[config.mk]
export PLATFORM = sky130hd
export DESIGN_NAME = halfrate_serializer
export DESIGN_NICKNAME = d
export VERILOG_FILES = /design/src/rtl/hrs_pkg.sv /design/src/rtl/hrs_slot_pick.sv /design/src/rtl/hrs_upper_hold.sv /design/src/rtl/halfrate_serializer.sv
export SDC_FILE = /design/constraint.sdc
export NUM_CORES = 1
export LEC_CHECK = 0
export ABC_AREA = 1
export BUFFER_PORTS_ARGS = -buffer_cell sky130_fd_sc_hd__buf_4
export CAP_MARGIN = 5
export CORE_MARGIN = 5
export CORE_UTILIZATION = 42
export CTS_CLUSTER_SIZE = 20
export DETAILED_ROUTE_END_ITERATION = 6
export MAX_ROUTING_LAYER = met4
export PLACE_DENSITY = 0.82
export RECOVER_POWER = 50
export SYNTH_ARGS = -nofsm -noshare
export SYNTH_HDL_FRONTEND = slang
export SYNTH_SLANG_ARGS = --single-unit
[constraint.sdc]
create_clock -name clk -period 1.5 [get_ports clk]
set_input_delay 0.15 -clock clk [delete_from_list [all_inputs] [get_ports clk]]
set_output_delay 0.15 -clock clk [all_outputs]
set_load 0.02 [all_outputs]
[src/rtl/hrs_pkg.sv]
package hrs_pkg;
  localparam int SLOTS_PER_CTL = 2;
  localparam int BEATS_PER_SLOT = 2;

  typedef enum logic {
    SLOT_FIRST  = 1'b0,
    SLOT_SECOND = 1'b1
  } slot_e;
endpackage

[src/rtl/hrs_slot_pick.sv]
module hrs_slot_pick
  import hrs_pkg::*;
#(
  parameter int N = 2
) (
  input  logic [hrs_pkg::SLOTS_PER_CTL*N-1:0] pairs,
  input  slot_e                                 slot,
  output logic [N-1:0]                          bits
);
  for (genvar i = 0; i < N; i++) begin : g_line
    assign bits[i] = (slot == SLOT_SECOND) ? pairs[2*i+1] : pairs[2*i];
  end
endmodule

[src/rtl/hrs_upper_hold.sv]
module hrs_upper_hold #(
  parameter int W = 8,
  parameter logic [W-1:0] IDLE = '0
) (
  input  logic         clk,
  input  logic         rst_n,
  input  logic         en,
  input  logic [W-1:0] d,
  output logic [W-1:0] q
);
  logic [W-1:0] q_nxt;

  always_comb begin
    q_nxt = q;
    if (en) q_nxt = d;
  end

  always_ff @(posedge clk or negedge rst_n) begin
    if (!rst_n) q <= IDLE;
    else        q <= q_nxt;
  end
endmodule

[src/rtl/halfrate_serializer.sv]
module halfrate_serializer
  import hrs_pkg::*;
#(
  parameter int NCS   = 2,
  parameter int CMD_W = 4,
  parameter int DW    = 8
) (
  input  logic                  clk,
  input  logic                  rst_n,
  input  logic                  phase_first,
  input  logic [2*NCS-1:0]      ctl_cs_n,
  input  logic [2*CMD_W-1:0]    ctl_cmd_n,
  input  logic [4*DW-1:0]       ctl_wdata,
  input  logic [1:0]            ctl_wdv,
  output logic [NCS-1:0]        mem_cs_n,
  output logic [CMD_W-1:0]      mem_cmd_n,
  output logic [DW-1:0]         mem_dq_rise,
  output logic [DW-1:0]         mem_dq_fall,
  output logic                  mem_wdv,
  output logic                  mem_unaligned
);
  localparam int HOLD_W = NCS + CMD_W + SLOTS_PER_CTL*DW + 1;
  localparam logic [HOLD_W-1:0] HOLD_IDLE =
    {{NCS{1'b1}}, {CMD_W{1'b1}}, {(SLOTS_PER_CTL*DW+1){1'b0}}};

  // reset: asynchronous assert, synchronous release
  logic [1:0] rst_pipe;
  logic       rst_sync_n;

  always_ff @(posedge clk or negedge rst_n) begin
    if (!rst_n) rst_pipe <= 2'b00;
    else        rst_pipe <= {rst_pipe[0], 1'b1};
  end
  assign rst_sync_n = rst_pipe[1];

  // slot selection
  logic [NCS-1:0]   s0_cs, s1_cs;
  logic [CMD_W-1:0] s0_cmd, s1_cmd;

  hrs_slot_pick #(.N(NCS)) u_cs_s0 (
    .pairs(ctl_cs_n), .slot(SLOT_FIRST), .bits(s0_cs));
  hrs_slot_pick #(.N(NCS)) u_cs_s1 (
    .pairs(ctl_cs_n), .slot(SLOT_SECOND), .bits(s1_cs));
  hrs_slot_pick #(.N(CMD_W)) u_cmd_s0 (
    .pairs(ctl_cmd_n), .slot(SLOT_FIRST), .bits(s0_cmd));
  hrs_slot_pick #(.N(CMD_W)) u_cmd_s1 (
    .pairs(ctl_cmd_n), .slot(SLOT_SECOND), .bits(s1_cmd));

  // second-slot half stored at capture
  logic [HOLD_W-1:0] hold_d, hold_q;
  logic [NCS-1:0]    h_cs;
  logic [CMD_W-1:0]  h_cmd;
  logic [DW-1:0]     h_rise, h_fall;
  logic              h_dv;

  assign hold_d = {s1_cs, s1_cmd, ctl_wdata[3*DW-1:2*DW], ctl_wdata[4*DW-1:3*DW], ctl_wdv[1]};

  hrs_upper_hold #(.W(HOLD_W), .IDLE(HOLD_IDLE)) u_hold (
    .clk(clk), .rst_n(rst_sync_n), .en(phase_first), .d(hold_d), .q(hold_q));

  assign {h_cs, h_cmd, h_rise, h_fall, h_dv} = hold_q;

  // next-state for the output stage
  logic [NCS-1:0]   cs_nxt;
  logic [CMD_W-1:0] cmd_nxt;
  logic [DW-1:0]    rise_nxt, fall_nxt;
  logic             dv_nxt, unal_nxt;

  always_comb begin
    if (phase_first) begin
      cs_nxt   = s0_cs;
      cmd_nxt  = s0_cmd;
      rise_nxt = ctl_wdata[DW-1:0];
      fall_nxt = ctl_wdata[2*DW-1:DW];
      dv_nxt   = ctl_wdv[0];
      unal_nxt = ~&s0_cs;
    end else begin
      cs_nxt   = h_cs;
      cmd_nxt  = h_cmd;
      rise_nxt = h_rise;
      fall_nxt = h_fall;
      dv_nxt   = h_dv;
      unal_nxt = 1'b0;
    end
  end

  always_ff @(posedge clk or negedge rst_sync_n) begin
    if (!rst_sync_n) begin
      mem_cs_n      <= '1;
      mem_cmd_n     <= '1;
      mem_dq_rise   <= '0;
      mem_dq_fall   <= '0;
      mem_wdv       <= 1'b0;
      mem_unaligned <= 1'b0;
    end else begin
      mem_cs_n      <= cs_nxt;
      mem_cmd_n     <= cmd_nxt;
      mem_dq_rise   <= rise_nxt;
      mem_dq_fall   <= fall_nxt;
      mem_wdv       <= dv_nxt;
      mem_unaligned <= unal_nxt;
    end
  end

  // assertions
  logic [1:0] age;
  always_ff @(posedge clk or negedge rst_sync_n) begin
    if (!rst_sync_n)     age <= 2'd0;
    else if (age != 2'd2) age <= age + 2'd1;
  end

  AST_SLOT0_LINES: assert property (@(posedge clk) disable iff (!rst_sync_n)
    phase_first |=> (mem_cs_n == $past(s0_cs)) && (mem_cmd_n == $past(s0_cmd)));

  AST_SLOT1_LINES: assert property (@(posedge clk) disable iff (!rst_sync_n)
    (age == 2'd2 && $past(phase_first, 2) && !$past(phase_first))
      |-> (mem_cs_n == $past(s1_cs, 2)) && (mem_cmd_n == $past(s1_cmd, 2)));

  AST_FIRST_BYTES: assert property (@(posedge clk) disable iff (!rst_sync_n)
    phase_first |=> (mem_dq_rise == $past(ctl_wdata[DW-1:0])) &&
                    (mem_dq_fall == $past(ctl_wdata[2*DW-1:DW])));

  AST_SECOND_BYTES: assert property (@(posedge clk) disable iff (!rst_sync_n)
    (age == 2'd2 && $past(phase_first, 2) && !$past(phase_first))
      |-> (mem_dq_rise == $past(ctl_wdata[3*DW-1:2*DW], 2)) &&
          (mem_dq_fall == $past(ctl_wdata[4*DW-1:3*DW], 2)));

  AST_UNAL_ONLY_SLOT0: assert property (@(posedge clk) disable iff (!rst_sync_n)
    mem_unaligned |-> $past(phase_first));

  AST_UNAL_SEEN: assert property (@(posedge clk) disable iff (!rst_sync_n)
    (phase_first && !(&s0_cs)) |=> mem_unaligned && !(&mem_cs_n));

  AST_DV_FIRST: assert property (@(posedge clk) disable iff (!rst_sync_n)
    phase_first |=> mem_wdv == $past(ctl_wdv[0]));
endmodule

======== Word-level counts from Yosys, hierarchy flattened ========
Cells that the tools add are included.
word-level totals
  bits in registers ....................... 49
  bits of input ports ..................... 49
  output and inout port bits .............. 24
  word-level logic and storage cells ...... 16
cells by class
  muxes and demuxes ....................... 6
  reduce and logical (&&, ||, !) cells .... 2
operators with widths
  operator          number
  $mux 8            2
  $mux 4            1
  $mux 1            2
  $mux 2            1
  $reduce_and 2->1  1
  $logic_not 1->1   1

======== Longest topological paths before layout ========
Gate-level depths: netlist (run 1).
  depth in word-level cells ............... 3
  mapped depth ............................ 4
  depth with buffers taken out ............ 3

======== Modules after synthesis ========
A second synthesis (run 1) with hierarchy kept.
unflattened totals
  cell total of the unflattened synthesis .. 240
  area, all modules ....................... 1993.2 um^2
modules (own cells, without submodules)
  module                        times used  cells an instance  area each (um^2)  seq. area each (um^2)
  halfrate_serializer           1           103                959.7             658.1
  hrs_upper_hold                1           97                 883.3             583.1
  hrs_slot_pick (u_cmd_s0 ...)  2           13                 48.8              0.0
  hrs_slot_pick (u_cs_s0 ...)   2           7                  26.3              0.0

======== Worst setup path after synthesis (run 1) ========
OpenSTA, ideal clock, no wires.
  path kind ............................... reg-to-output
  from .................................... register mem_cmd_n[0]
  to ...................................... output mem_cmd_n[0]
  arrival ................................. 554 ps
  required time ........................... 1350 ps
  setup slack ............................. 796 ps
  stages on the path, launching flop included .. 1
  path buffers ............................ 0
  path through ............................ dfstp_2
RTL lines
  what                      line                       text
  start: declaration        halfrate_serializer.sv:16  output logic [CMD_W-1:0] mem_cmd_n,
  start signal: assignment  halfrate_serializer.sv:97  mem_cmd_n <= cmd_nxt;
No word-level cell between the ends.

======== Final worst setup path (run 1) ========
  from .................................... input phase_first
  to ...................................... register mem_dq_fall[2]
on the way
  cells in the longest elaborated chain, start to end .. 1
RTL lines
  what                    line                       text
  start: declaration      halfrate_serializer.sv:10  input logic phase_first,
  $mux 8                  halfrate_serializer.sv:70  if (phase_first) begin
  via fall_nxt[2]         halfrate_serializer.sv:66  logic [DW-1:0] rise_nxt, fall_nxt;
  end signal: assignment  halfrate_serializer.sv:99  mem_dq_fall <= fall_nxt;
  end: declaration        halfrate_serializer.sv:18  output logic [DW-1:0] mem_dq_fall,
The timed path passes the listed nets, and every way through them passes these cells.
A chain may end at the register's enable or synchronous reset.

==> impl_metrics.py, run 1 <==
metrics = {
    "worst_setup_path": {
        "critical_path_class": "input pin to flop",
        "cp-startpoint": "phase_first",
        "r2r_start": "u_hold.q[18]",
        "critPathMaxFanout": 26,
        "cp.required_ns": 1.73,
        "end_kind": "flop",
        "worstPathArrival_ns": 1.37,
        "critPathLaunchType": "input pin",
    },
    "clock_network": {
        "tritoncts": "yes",
        "cts.htree.levels": 2,
        "clock_path_buffers": 2,
        "clock-sinks": 49,
        "clkLatencyLatePin_ns": 0.29,
        "cts_made_buffers": 5,
        "clock-root-buffer": "clkbuf_8",
        "path_clk_slew_ns": 0.08,
    },
    "routing": {
        "dr.pass1.iters": 4,
        "detail_route.wl_per_cell_um": 11.9,
        "drtIter0Drc": 49,
        "drtAntennaViolNets": 0,
        "dr_total_vias": 1354,
        "drt_wl_total_um": 3590,
        "drc": 0,
        "viasPerCell": 4.50,
    },
    "cells_and_area": {
        "seqCellArea_sq_mm": 0.00124,
        "fin_nets": 299,
        "final_area_sq_mm": 0.00242,
        "multi_input_area_sq_um": 440,
        "fillCellCount": 380,
        "syn2layout_area_growth_pct": 37.3,
        "instances_no_fill": 301,
        "antennaDiodeCount": 0,
        "drive_gt1_share_pct": 36.7,
    },
    "logic_synthesis": {
        "ys_warn_count": 0,
        "synth-seq-cells": 49,
        "yosys.area.top_type": "dfrtp_1",
        "synth_cells": 174,
        "synthesis.nets": 223,
        "synth_top_area_share_pct": 52.6,
        "ys_seq_area_share_pct": 70.5,
        "syn_avg_cell_area_sq_um": 10.1,
        "synthDistinctLibCells": 9,
        "synth_area_leaders": "dfrtp_1 (53%), nand2_1 (25%), dfstp_2 (18%)",
        "syn_area_sq_mm": 0.00176,
    },
    "hold_path": {
        "hold_class": "input pin to flop",
        "holdCritStartpoint": "ctl_cs_n[0]",
    },
    "job": {
        "drv_cap": 0,
    },
    "timing": {
        "fin_ws_ns": 0.359,
        "hold_ws_ns": 0.0554,
        "rsz0062_at_grt": "false",
        "tightestPinTransition_ns": 0.864,
        "setup_tns_ns": 0,
        "skew_ns": 0.00241,
        "period_share_pct": 76.1,
        "slew_headroom_pct": 42.4,
        "clock.fmax_mhz": 876,
        "hold_viol": 0,
        "finalMaxSlewViolations": 0,
        "min_period_ns": 1.14,
        "setup_viol": 0,
    },
    "floorplanning": {
        "die_area_sq_mm": 0.00559,
        "io_pins": 73,
        "core-area_sq_mm": 0.00403,
        "num_rows": 23,
        "die_y_um": 74.7,
        "start_util_pct": 43.7,
        "die_w_um": 74.7,
    },
    "pwr": {
        "pwr-share-comb_pct": 16.0,
        "clkPwrFrac_pct": 28.4,
        "p_leak_nw": 1.36,
        "seq_power_share_pct": 55.6,
        "p_int_mw": 2.03,
        "p_switching_mw": 0.642,
        "power.density_mw_per_mm2": 1100,
        "switching_share_pct": 24.0,
        "peakVddDrop_mv": 0.692,
    },
    "global_routing": {
        "grt_overflow": 0,
        "grt_pass1_vias": 1354,
        "grt_pass1_wl_um": 5750,
        "antenna_found_initial": 0,
        "grt_max_degree": 48,
        "grt_usage_pct": 14.2,
    },
    "place": {
        "dp_cells": 292,
        "gp_congestion": 0.690,
        "placed_area_sq_mm": 0.00232,
        "pre_cts_slack_ns": 0.542,
        "place_hpwl_um": 2700,
        "numPortBuffers": 72,
    },
    "outcome": {
        "status": "finished, final reports clean",
    },
}
## layout by cell type (no fill, tap or decap)
| cell type | n |
|---|---|
| dfrtp_2 | 1 |
| inv_1 | 1 |
| clkbuf_1 | 4 |
| clkbuf_8 | 6 |
| buf_12 | 1 |
| nand2_1 | 115 |
| a21oi_1 | 1 |
| conb_1 | 1 |
| dlygate4sd3_1 | 1 |
| dfstp_2 | 12 |
| dfrtp_1 | 36 |
| buf_4 | 72 |
## synthesized netlist by cell type, drive strengths merged
library cell and number:
a21oi 1, buf 4, clkbuf 3, conb 1
dfrtp 37, dfstp 12, inv 1, nand2 115
## critical path, cell delays in order
cell,delay (ns)
clkbuf_1,0.63
buf_4,0.40
nand2_1,0.10
nand2_1,0.08
## what timing repair did
action,4_1_cts,5_1_grt
gates resized for setup,0,0
hold buffers,1,0
buffers inserted,0,0
endpoints found under the hold margin,2,0
## cells by family after synthesis
family / count (synthesis) / share of synthesized area, %
simple gates: 115 / 24.5
flops: 49 / 70.5
buf+inv: 8 / 4.48
compound gates: 1 / 0.284
other cells: 1 / 0.213
## flip-flops by register name, summed over array words and instances (netlist names)
register,count
mem_dq_rise,8
mem_wdv,1
mem_dq_fall,8
u_hold.q,23
mem_cmd_n,4
rst_pipe,2
mem_cs_n,2
mem_unaligned,1
## path summary, 6_finish.rpt
| check | endpoint | cells past startpoint | slack (ns) |
|---|---|---|---|
| max in group asynchronous | mem_cs_n[1] | 1 | 0.98 |
| setup / recovery | mem_dq_fall[2] | 4 | 0.36 |
| hold reg to reg | mem_dq_rise[0] | 1 | 0.23 |
| min in group asynchronous | rst_pipe[1] | 2 | 0.17 |
| setup reg to reg | mem_cmd_n[1] | 2 | 0.77 |
| hold / removal | mem_unaligned | 2 | 0.06 |
## area by class of cell
cell class,count,share of cell area (%)
Multi-Input combinational cell,117,18.2
Inverter,1,0.155
Tap cell,50,2.59
Sequential cell,49,51.4
Timing Repair Buffer,76,23.9
Clock buffer,8,3.73
## through the flow
stage               power (mW)  util (%)
detailed placement        1.95      57.7
global route              2.81      60.0
finish                    2.67      60.0
global placement          1.93      57.7
floorplan                 1.72         -
CTS                       2.71      60.2
## power by group through the flow
stage	sequential [mW]	combinational, mW	clock [mW]
floorplan	1.60	0.126	0
global placement	1.51	0.423	0
detailed placement	1.51	0.436	0
CTS	1.49	0.439	0.784
global route	1.50	0.474	0.838
finish	1.49	0.426	0.758
## per-layer routing
layer	vias to the layer above	GRT usage (%)	share of wire, %
met1	631	15.2	38
li1	665	-	-
met2	49	24.6	51
met3	9	4.81	8.3
met5	-	-	0
met4	0	4.94	1.9
No activity file was read; power rests on OpenSTA's default activity.
==> run 2: changes to the inputs <==
- ABC_AREA: 1 -> 0
- CORE_UTILIZATION: 42 -> 48
- PLACE_DENSITY: 0.82 -> 0.86
- clock period: 1.5 -> 1.17 ns (I/O delays scaled with it)
==> run 2 against run 1 <==
  * Sequential share of layout area shrank 3.6 points
  * Clock power increased by 40%
  * Count of clock-buffer cells in the layout is 1 lower
  * Synthesized cell count is 41% lower
  * Critical path depth fell by 3
  * Sequential power up 32%
  * Area after synthesis rose by 9.6%
  * Hold slack got worse by 0.018 ns
  * Critical path type is now flop to output pin
==> impl_metrics.py, run 2 <==
metrics = {
    "outcome": {
        "status": "finished, final reports clean",
    },
    "global_routing": {
        "grt_pass1_wl_um": 6000,
        "grt_max_degree": 48,
        "antenna_found_initial": 0,
        "grt_overflow": 0,
        "grt_pass1_vias": 1198,
        "grt_usage_pct": 15.7,
    },
    "floorplanning": {
        "core-area_sq_mm": 0.00394,
        "num_rows": 23,
        "die_y_um": 73.4,
        "start_util_pct": 48.9,
        "die_area_sq_mm": 0.00539,
        "die_w_um": 73.4,
        "io_pins": 73,
    },
    "routing": {
        "drc": 0,
        "wl_met3_um": 386,
        "top_layer_used": "met4",
        "drt_wl_total_um": 3790,
        "dr_total_vias": 1112,
        "viasPerCell": 4.81,
        "wl_met2_um": 1950,
        "dr.pass1.iters": 4,
        "drtAntennaViolNets": 0,
        "detail_route.wl_per_cell_um": 16.4,
        "drtIter0Drc": 55,
        "wl_met1_um": 1400,
    },
    "timing": {
        "period_share_pct": 91.7,
        "clock.fmax_mhz": 932,
        "min_period_ns": 1.07,
        "tightestPinTransition_ns": 0.602,
        "setup_viol": 0,
        "setup_tns_ns": 0,
        "slew_headroom_pct": 59.9,
        "hold_viol": 0,
        "rsz0062_at_grt": "false",
        "skew_ns": 0.00248,
        "finalMaxSlewViolations": 0,
    },
    "cells_and_area": {
        "fin_nets": 229,
        "utilization_pct": 65.9,
        "antennaDiodeCount": 0,
        "syn2layout_area_growth_pct": 34.7,
        "layout_commonest_cell": "buf_4",
        "top_regs": "u_hold.q (23), mem_dq_fall (8), mem_dq_rise (8)",
        "final_cell_mix": "buf_4 (71), dfrtp_1 (36), mux2_4 (25)",
        "largest_reg_flops": 23,
        "drive_gt1_share_pct": 75.1,
        "top_register": "u_hold.q",
        "instances_no_fill": 231,
    },
    "clock_network": {
        "cts_made_buffers": 5,
        "cts.htree.levels": 2,
        "clock_path_buffers": 2,
        "tritoncts": "yes",
        "cts_resized": 0,
        "clock-sinks": 49,
        "clock-root-buffer": "clkbuf_8",
        "clkLatencyLatePin_ns": 0.29,
        "path_clk_slew_ns": 0.08,
    },
    "worst_setup_path": {
        "critPathMaxFanout": 1,
        "r2r_start": "rst_pipe[1]",
        "crit_buf_inv": 1,
        "cp-startpoint": "mem_cmd_n[2]",
        "worstSetupPathDepth": 1,
        "critPathLaunchType": "flop",
        "reg2reg_setup_slack_ns": 0.38,
        "worstPathArrival_ns": 0.96,
        "cp.required_ns": 1.05,
        "crit_path_end": "mem_cmd_n[2]",
        "crit_family": "flip-flops",
        "slowest_delay_ns": 0.53,
        "r2r-end": "u_hold.q[11]",
        "ff2ff_path_depth": 1,
        "critical_path_class": "flop to output pin",
        "critPathSlowestCell": "dfstp_2",
        "crit_chain": "buf_4",
        "end_kind": "output pin",
    },
    "logic_synthesis": {
        "synth-seq-cells": 49,
        "ys_warn_count": 0,
        "synth_area_leaders": "dfrtp_1 (48%), mux2_4 (23%), dfstp_2 (16%)",
        "synth_cells": 102,
        "syn_area_sq_mm": 0.00193,
        "syn_avg_cell_area_sq_um": 18.9,
        "async_flop_share_pct": 100,
        "synth_top_area_share_pct": 48.0,
        "synth_commonest_cells": "dfrtp_1 (37), mux2_4 (29), mux2_2 (17)",
        "synthDistinctLibCells": 8,
        "synth_most_common_cell": "dfrtp_1",
        "ys_seq_area_share_pct": 64.3,
        "ys.flop_type": "dfrtp_1",
        "synthesis.nets": 151,
        "synth_edf_count": 0,
        "yosys.area.top_type": "dfrtp_1",
    },
    "pwr": {
        "clkPwrFrac_pct": 28.6,
        "power.density_mw_per_mm2": 1420,
        "switching_share_pct": 23.6,
        "peakVddDrop_mv": 0.896,
        "p_switching_mw": 0.869,
        "pwr-share-comb_pct": 18.2,
        "p_int_mw": 2.82,
        "seq_power_share_pct": 53.1,
        "p_leak_nw": 1.27,
        "power.total_mw": 3.69,
    },
    "place": {
        "place_hpwl_um": 2940,
        "gp_congestion": 0.794,
        "numPortBuffers": 72,
        "dp_cells": 222,
    },
    "hold_path": {
        "hold_class": "input pin to flop",
    },
    "job": {
        "drv_cap": 0,
    },
}
==> run 2: changes by cell type after synthesis, moves of 3 or more <==
cell / before / now
mux2_2: 0 / 17
buf_4: 3 / 0
buf_6: 1 / 4
mux2_4: 0 / 29
nand2_1: 115 / 0
clkbuf_8: 3 / 0
==> run 2: how the worst min path moves through the flow <==
| stage | start | endpoint | slack (ns) | cells past startpoint |
|---|---|---|---|---|
| 2_1_floorplan | rst_n | rst_pipe[0] | -0.18 | 0 |
| 6_report | ctl_cmd_n[3] | u_hold.q[18] | 0.04 | 2 |
| 5_1_grt | ctl_cmd_n[3] | u_hold.q[18] | 0.02 | 2 |
| 3_5_place_dp | rst_n | rst_pipe[0] | -0.1 | 1 |
| 4_1_cts | ctl_cs_n[2] | mem_unaligned | 0.03 | 2 |
| 3_3_place_gp | rst_n | rst_pipe[0] | -0.1 | 1 |
==> run 2: kinds of logic (layout without fill, tap and decap cells) <==
group / count (synthesis) / in the layout / share of synthesized area, %
buffers and inverters: 5 / 84 / 2.59
DFF: 49 / 49 / 64.3
muxes: 46 / 46 / 32.5
AOI/OAI and AO/OA: 1 / 1 / 0.389
other: 1 / 1 / 0.194
==> run 2: metal layers <==
layer / track usage [%] / vias up
met2: 24.1 / 52
met4: 4.83 / 0
met5: - / -
met1: 19.2 / 547
met3: 6.16 / 6
li1: - / 507
==> run 2: per-stage QoR <==
step	hold slack [ns]	worst slack (ns)	area (sq um)
final	0.0372	0.0971	2600
after CTS	0.0329	0.0758	2640
after global routing	0.0242	0.0560	2600
after floorplan	-0.179	0.326	1930
after detailed placement	-0.0966	0.205	2530
after global placement	-0.0985	0.246	2530
==> run 2: final cells by class <==
cell class | count | area [sq um]
clock buffer | 7 | 96.3
fill | 280 | 1340
tap | 50 | 62.6
timing repair buffer | 76 | 569
multi-input combinational | 48 | 623
clock inverter | 1 | 5.00
sequential | 49 | 1240
==> run 2: power groups by stage <==
stage / combinational [mW] / clock, mW / sequential (mW)
2_1_floorplan: 0.274 / 0 / 2.10
3_3_place_gp: 0.686 / 0 / 1.98
3_5_place_dp: 0.707 / 0 / 2.00
4_1_cts: 0.711 / 1.09 / 1.97
5_1_grt: 0.717 / 1.15 / 1.98
6_report: 0.673 / 1.06 / 1.96
==> run 2: what timing repair did <==
item,CTS,global route
setup endpoints to repair,0,0
endpoints found under the hold margin,2,0
hold buffers,1,0
setup buffers,0,0
